$ cat config.mk
export PLATFORM = sky130hd
export DESIGN_NAME = upic_ctrl
export DESIGN_NICKNAME = d
export VERILOG_FILES = /design/src/rtl/upic_pkg.sv /design/src/rtl/upic_sync.sv /design/src/rtl/upic_detect.sv /design/src/rtl/upic_prio.sv /design/src/rtl/upic_ctrl.sv
export SDC_FILE = /design/constraint.sdc
export NUM_CORES = 1
export LEC_CHECK = 0
export BUFFER_PORTS_ARGS = -buffer_cell sky130_fd_sc_hd__buf_2
export CORE_AREA = 2 2 124 216
export CTS_BUF_LIST = sky130_fd_sc_hd__clkbuf_8
export DETAILED_ROUTE_END_ITERATION = 8
export DIE_AREA = 0 0 126 218
export SLEW_MARGIN = 20
export SYNTH_ARGS = -nofsm -noshare
export SYNTH_HDL_FRONTEND = slang
export SYNTH_SLANG_ARGS = --single-unit
$ cat constraint.sdc
create_clock -name clk -period 2.2 [get_ports clk]
set_clock_uncertainty 0.1 [all_clocks]
set_input_delay 0.11 -clock clk [delete_from_list [all_inputs] [get_ports clk]]
set_output_delay 0.11 -clock clk [all_outputs]
set_load 0.05 [all_outputs]
$ cat src/rtl/upic_pkg.sv
package upic_pkg;

    localparam int REG_ADDR_W = 3;

    typedef enum logic [REG_ADDR_W-1:0] {
        REG_STATUS  = 3'd0,
        REG_ENABLE  = 3'd1,
        REG_POLAR   = 3'd2,
        REG_TRIG    = 3'd3,
        REG_ROUTE   = 3'd4,
        REG_MASKED  = 3'd5,
        REG_PENDING = 3'd6
    } reg_sel_e;

endpackage

$ cat src/rtl/upic_sync.sv
module upic_sync #(
    parameter int          WIDTH   = 32,
    parameter logic [31:0] RST_VAL = 32'hFFFF_FFFF
) (
    input  logic             clk,
    input  logic             rst_n,
    input  logic [WIDTH-1:0] din,
    output logic [WIDTH-1:0] dout
);

    typedef struct packed {
        logic [WIDTH-1:0] stage1;
        logic [WIDTH-1:0] stage2;
    } sync_t;

    sync_t s_d, s_q;

    always_comb begin
        s_d.stage1 = din;
        s_d.stage2 = s_q.stage1;
    end

    always_ff @(posedge clk or negedge rst_n) begin
        if (!rst_n) begin
            s_q.stage1 <= RST_VAL[WIDTH-1:0];
            s_q.stage2 <= RST_VAL[WIDTH-1:0];
        end else begin
            s_q <= s_d;
        end
    end

    assign dout = s_q.stage2;

endmodule

$ cat src/rtl/upic_detect.sv
module upic_detect (
    input  logic clk,
    input  logic rst_n,
    input  logic line,
    input  logic polar,
    input  logic edge_mode,
    output logic set
);

    logic active;
    logic prev_d, prev_q;

    always_comb begin
        active = ~(line ^ polar);
        prev_d = active;
        if (edge_mode) begin
            set = active & ~prev_q;
        end else begin
            set = active;
        end
    end

    always_ff @(posedge clk or negedge rst_n) begin
        if (!rst_n) begin
            prev_q <= 1'b0;
        end else begin
            prev_q <= prev_d;
        end
    end

endmodule

$ cat src/rtl/upic_prio.sv
module upic_prio #(
    parameter int N_SRC = 32,
    localparam int IDX_W = $clog2(N_SRC)
) (
    input  logic             clk,
    input  logic             rst_n,
    input  logic [N_SRC-1:0] masked,
    output logic             valid,
    output logic [IDX_W-1:0] idx
);

    always_comb begin
        valid = 1'b0;
        idx   = '0;
        for (int i = 0; i < N_SRC; i++) begin
            if (masked[i]) begin
                valid = 1'b1;
                idx   = IDX_W'(N_SRC - 1 - i);
            end
        end
    end

    // the reported source is set and no lower-numbered source is set
    a_r7_lowest_wins: assert property (@(posedge clk) disable iff (!rst_n)
        valid |-> ((masked >> (N_SRC - 1 - int'(idx))) == {{(N_SRC-1){1'b0}}, 1'b1}));

    // no valid report while nothing is masked, and the reverse
    a_r7_none_pending: assert property (@(posedge clk) disable iff (!rst_n)
        !valid |-> (masked == '0 && idx == '0));

endmodule

$ cat src/rtl/upic_ctrl.sv
module upic_ctrl
    import upic_pkg::*;
#(
    parameter int N_SRC = 32,
    localparam int IDX_W = $clog2(N_SRC)
) (
    input  logic                  clk,
    input  logic                  rst_n,
    input  logic [REG_ADDR_W-1:0] reg_addr,
    input  logic                  reg_we,
    input  logic [N_SRC-1:0]      reg_wdata,
    output logic [N_SRC-1:0]      reg_rdata,
    input  logic [N_SRC-1:0]      irq_raw,
    output logic                  irq_norm,
    output logic                  irq_crit,
    output logic                  pend_valid,
    output logic [IDX_W-1:0]      pend_id
);

    typedef struct packed {
        logic [N_SRC-1:0] status;
        logic [N_SRC-1:0] enable;
        logic [N_SRC-1:0] polar;
        logic [N_SRC-1:0] trig;
        logic [N_SRC-1:0] route;
    } regs_t;

    regs_t st_d, st_q;

    logic [N_SRC-1:0] line_sync;
    logic [N_SRC-1:0] set_vec;
    logic [N_SRC-1:0] masked;
    logic [N_SRC-1:0] clr_vec;

    upic_sync #(.WIDTH(N_SRC), .RST_VAL(32'hFFFF_FFFF)) u_sync (
        .clk   (clk),
        .rst_n (rst_n),
        .din   (irq_raw),
        .dout  (line_sync)
    );

    for (genvar b = 0; b < N_SRC; b++) begin : g_src
        upic_detect u_det (
            .clk       (clk),
            .rst_n     (rst_n),
            .line      (line_sync[b]),
            .polar     (st_q.polar[b]),
            .edge_mode (st_q.trig[b]),
            .set       (set_vec[b])
        );
    end

    assign masked = st_q.status & st_q.enable;

    upic_prio #(.N_SRC(N_SRC)) u_prio (
        .clk    (clk),
        .rst_n  (rst_n),
        .masked (masked),
        .valid  (pend_valid),
        .idx    (pend_id)
    );

    always_comb begin
        st_d    = st_q;
        clr_vec = '0;
        if (reg_we) begin
            case (reg_sel_e'(reg_addr))
                REG_STATUS: clr_vec    = reg_wdata;
                REG_ENABLE: st_d.enable = reg_wdata;
                REG_POLAR:  st_d.polar  = reg_wdata;
                REG_TRIG:   st_d.trig   = reg_wdata;
                REG_ROUTE:  st_d.route  = reg_wdata;
                default:    ;
            endcase
        end
        st_d.status = (st_q.status & ~clr_vec) | set_vec;
    end

    always_ff @(posedge clk or negedge rst_n) begin
        if (!rst_n) begin
            st_q.status <= '0;
            st_q.enable <= '0;
            st_q.polar  <= '0;
            st_q.trig   <= '0;
            st_q.route  <= '1;
        end else begin
            st_q <= st_d;
        end
    end

    always_comb begin
        case (reg_sel_e'(reg_addr))
            REG_STATUS:  reg_rdata = st_q.status;
            REG_ENABLE:  reg_rdata = st_q.enable;
            REG_POLAR:   reg_rdata = st_q.polar;
            REG_TRIG:    reg_rdata = st_q.trig;
            REG_ROUTE:   reg_rdata = st_q.route;
            REG_MASKED:  reg_rdata = masked;
            REG_PENDING: begin
                reg_rdata = '0;
                reg_rdata[N_SRC-1] = pend_valid;
                reg_rdata[IDX_W-1:0] = pend_id;
            end
            default:     reg_rdata = '0;
        endcase
    end

    assign irq_norm = |(masked & st_q.route);
    assign irq_crit = |(masked & ~st_q.route);

    // a written one clears the bit unless its source set it again
    a_r3_clear_sticks: assert property (@(posedge clk) disable iff (!rst_n)
        (reg_we && reg_addr == REG_STATUS) |=>
        ((st_q.status & $past(reg_wdata) & ~$past(set_vec)) == '0));

    // an active source is latched on the following edge
    a_r5_set_latches: assert property (@(posedge clk) disable iff (!rst_n)
        1'b1 |=> ((st_q.status & $past(set_vec)) == $past(set_vec)));

    // nothing enabled means both outputs stay quiet
    a_r8_quiet_when_masked: assert property (@(posedge clk) disable iff (!rst_n)
        (st_q.enable == '0) |-> (!irq_norm && !irq_crit && !pend_valid));

    // any request implies a report from the priority encoder
    a_r8_irq_has_source: assert property (@(posedge clk) disable iff (!rst_n)
        (irq_norm || irq_crit) |-> pend_valid);

endmodule

==> run summary <==
Status = finished with violations
Failing checks = setup timing
Worst hold path type = input pin to register
Worst path arrival time = 2.42 ns
Internal power = 9520 uW
FF-to-FF End = st_q[97]
Commonest non-fill, non-tap cell in the layout = dfrtp_1
Final nets = 1256
Commonest non-fill, non-tap cells in the layout = dfrtp_1, mux2_2, nand2_1, dfstp_2, buf_2
Flops & latches, synth = 256
Max-slew headroom = 61.3%
Yosys Warn Count = 0
Worst Setup SP = st_q[129]
Largest family of logic cells by synthesized area = multiplexers
# rows = 78
Initial core utilization = 44.0%
Sequential share of power = 45.1%
Netlist cell types = 58
Routed Antenna Nets = 0
Clock network power share = 28.2%
Setup_tns = -3.33 ns
Maximum VDD drop = 0.618 mV
Total CTS buffers = 40
Fraction of the mapped netlist area in compound gates = 11.7%
Port-buffer cells = 109
Ports = 110
Vias/cell = 5.65
Worst Setup End Kind = output pin
GRT Total Usage = 25.8%
Final non-filler cell total = 1536
Most used DFF post-synth = dfrtp_1
Chip Width = 126 um
FF-to-FF setup slack = 1.08 ns
Post-Syn Instances = 914
Final period util = 119%
Async set or reset register ratio after synthesis = 100%
DR iter-0 viols = 409
Clock-pin slew on the worst setup and hold paths = 0.07 ns
H-tree depth = 2
Worst Max-Slew Pin Slew = 0.581 ns
GP Congestion = 0.953
Post-synth EDFFs = 0
DR vias = 8684
PwrDens = 952 nW/um^2
Multiplexer area fraction after synthesis = 15.7%
Final wirelength = 35.2 mm
FMAX = 381 MHz
Combinational cell fraction of total power = 26.7%
CP Launch Type = register
Root buf cell = clkbuf_8
Synthesized area = 11300 sq um
Initial antenna violation count = 0
Setup CP Type = register to output pin
Hold Violations, Final = 0
Reg2reg start = st_q[97]
HP Start = irq_raw[31]
Post-route DRC = 0
Clk buf depth = 3
Xor/xnor share of the synthesized area = 2.55%
Crit-path slowest cell = dfrtp_1
Drt first pass iters = 5
Slew Limit Fails = 0
Seq/Total Area, Yosys = 57.5%
Fill cells = 2177
Ant diodes = 0
# Max-Cap Violations = 0
Crit Path Max Fanout = 3
Worst endpoint required time = 1.99 ns
Routed len/inst = 22.9 um
Final setup vio count = 13
Minimum clock period = 2.63 ns
Syn nets = 984
RSZ-0062 raised after global routing = true
Worst setup margin = -0.426 ns
CTS Sinks = 256
Switch share = 32.9%
Grt total ovfl = 0
Crit-path cells = and2_4 > o211ai_1 > a31oi_1 > o31ai_2 > and3_4 > a31o_4 > buf_8
Critical Path End = reg_rdata[0]
DIE AREA = 27500 sq um
Synthesized area per cell = 12.4 sq um
P_sw = 4680 uW
Worst path max stage delay = 0.40 ns
Vias in the first global route = 9308
Post-Place Cells = 1375
Core Region = 25800 sq um
Synth Area in Adders = 0%
CTS tree = built
Layout cells sized above 1 = 46.0%
Post-Synth Simple-Gate Area = 10.1%
Area delta synth->final = 31.5%
Clk Latency, worst-skew pair = 0.56 ns
Register-to-Register Path Depth = 3
Hold Slack = 0.0898 ns
Die span in y = 218 um
Pin count of the biggest net entering global routing = 56
Leakage = 0.00629 uW
First-pass GRT wire length = 54.1 mm
Half-perimeter wire length after placement = 24.7 mm
-- cells by family (layout without fill, tap and decap cells) --
kind of cell / after synthesis / count (layout)
compound gates: 176 / 176
xor+xnor: 33 / 33
buf+inv: 45 / 347
flops: 256 / 256
mux: 159 / 159
simple gates: 245 / 245
-- synthesized netlist by cell type (all sizes together) (17+ instances only) --
library cell | count | area, sq um
a32oi | 17 | 149
nand3 | 43 | 215
mux2 | 129 | 1450
nand2 | 126 | 473
o22ai | 20 | 125
xnor2 | 32 | 280
nand2b | 19 | 119
dfrtp | 160 | 4000
o211ai | 25 | 188
a21oi | 18 | 90.1
a22o | 38 | 333
mux2i | 28 | 280
buf | 31 | 216
nor2 | 17 | 73.8
dfstp | 96 | 2520
-- flip-flops by register name, indices dropped and copies added, names as in the netlist --
signal and cells:
st_q 160, u_sync.dout 32, g_src.u_det.prev_q 32, u_sync.s_d 32
-- area by class of cell --
class	instances	area, sq um	share of cell area [%]
timing repair buffer	271	2310	15.5
tap	320	400	2.69
clock inverter	20	88.8	0.596
multi-input combinational	613	4840	32.5
inverter	4	15.0	0.101
clock buffer	52	716	4.80
sequential	256	6540	43.9
-- worst max-delay path: cells and delay by family, from the launching register on --
kind                   cells  cell delay (ns)
AOI/OAI and AO/OA          4             0.88
and+or+nand+nor            2             0.43
DFF                        1             0.40
buffers and inverters      1             0.14
-- power groups by stage --
stage	clock, uW	combinational, uW	sequential, uW
global route	4330	4040	6490
floorplan	0	2090	6190
global placement	0	3220	6420
CTS	4140	3580	6390
finish	4010	3790	6400
detailed placement	0	3240	6450
-- routing by layer --
| metal | up-vias | wire length (um) | global-route usage (%) |
|---|---|---|---|
| met5 | - | 0 | 0 |
| met2 | 250 | 18600 | 46.3 |
| met1 | 4419 | 13400 | 29.6 |
| li1 | 3912 | - | - |
| met4 | 0 | 1610 | 12.2 |
| met3 | 103 | 1570 | 4.47 |
-- stage by stage --
stage	util, %	setup slack (ns)	instance area, sq um	total power [uW]
final	57.9	-0.426	14900	14200
after global routing	57.9	-0.534	14900	14900
after CTS	56.9	-0.492	14600	14100
after detailed placement	49.8	-0.0459	12800	9690
after global placement	49.8	-0.0387	12800	9640
after floorplan	-	-0.0522	11400	8280
-- how the worst min path moves through the flow --
| stage | slack, ns | endpoint | depth (start not counted) |
|---|---|---|---|
| after global placement | -0.005 | st_q[50] | 1 |
| after floorplan | -0.29 | g_src[0].u_det.prev_q | 0 |
| after global routing | 0.07 | u_sync.s_d[22] | 2 |
| final | 0.09 | u_sync.s_d[31] | 2 |
| after detailed placement | -0.002 | st_q[47] | 1 |
| after CTS | 0.06 | u_sync.s_d[15] | 2 |
-- what timing repair did --
item,4_1_cts,5_1_grt
endpoints found under the hold margin,373,0
setup buffers,10,13
pin swaps,27,28
endpoints found under the setup margin,15,18
hold buffers,67,0
gates resized for setup,74,43
No activity file was read; power rests on OpenSTA's default activity.
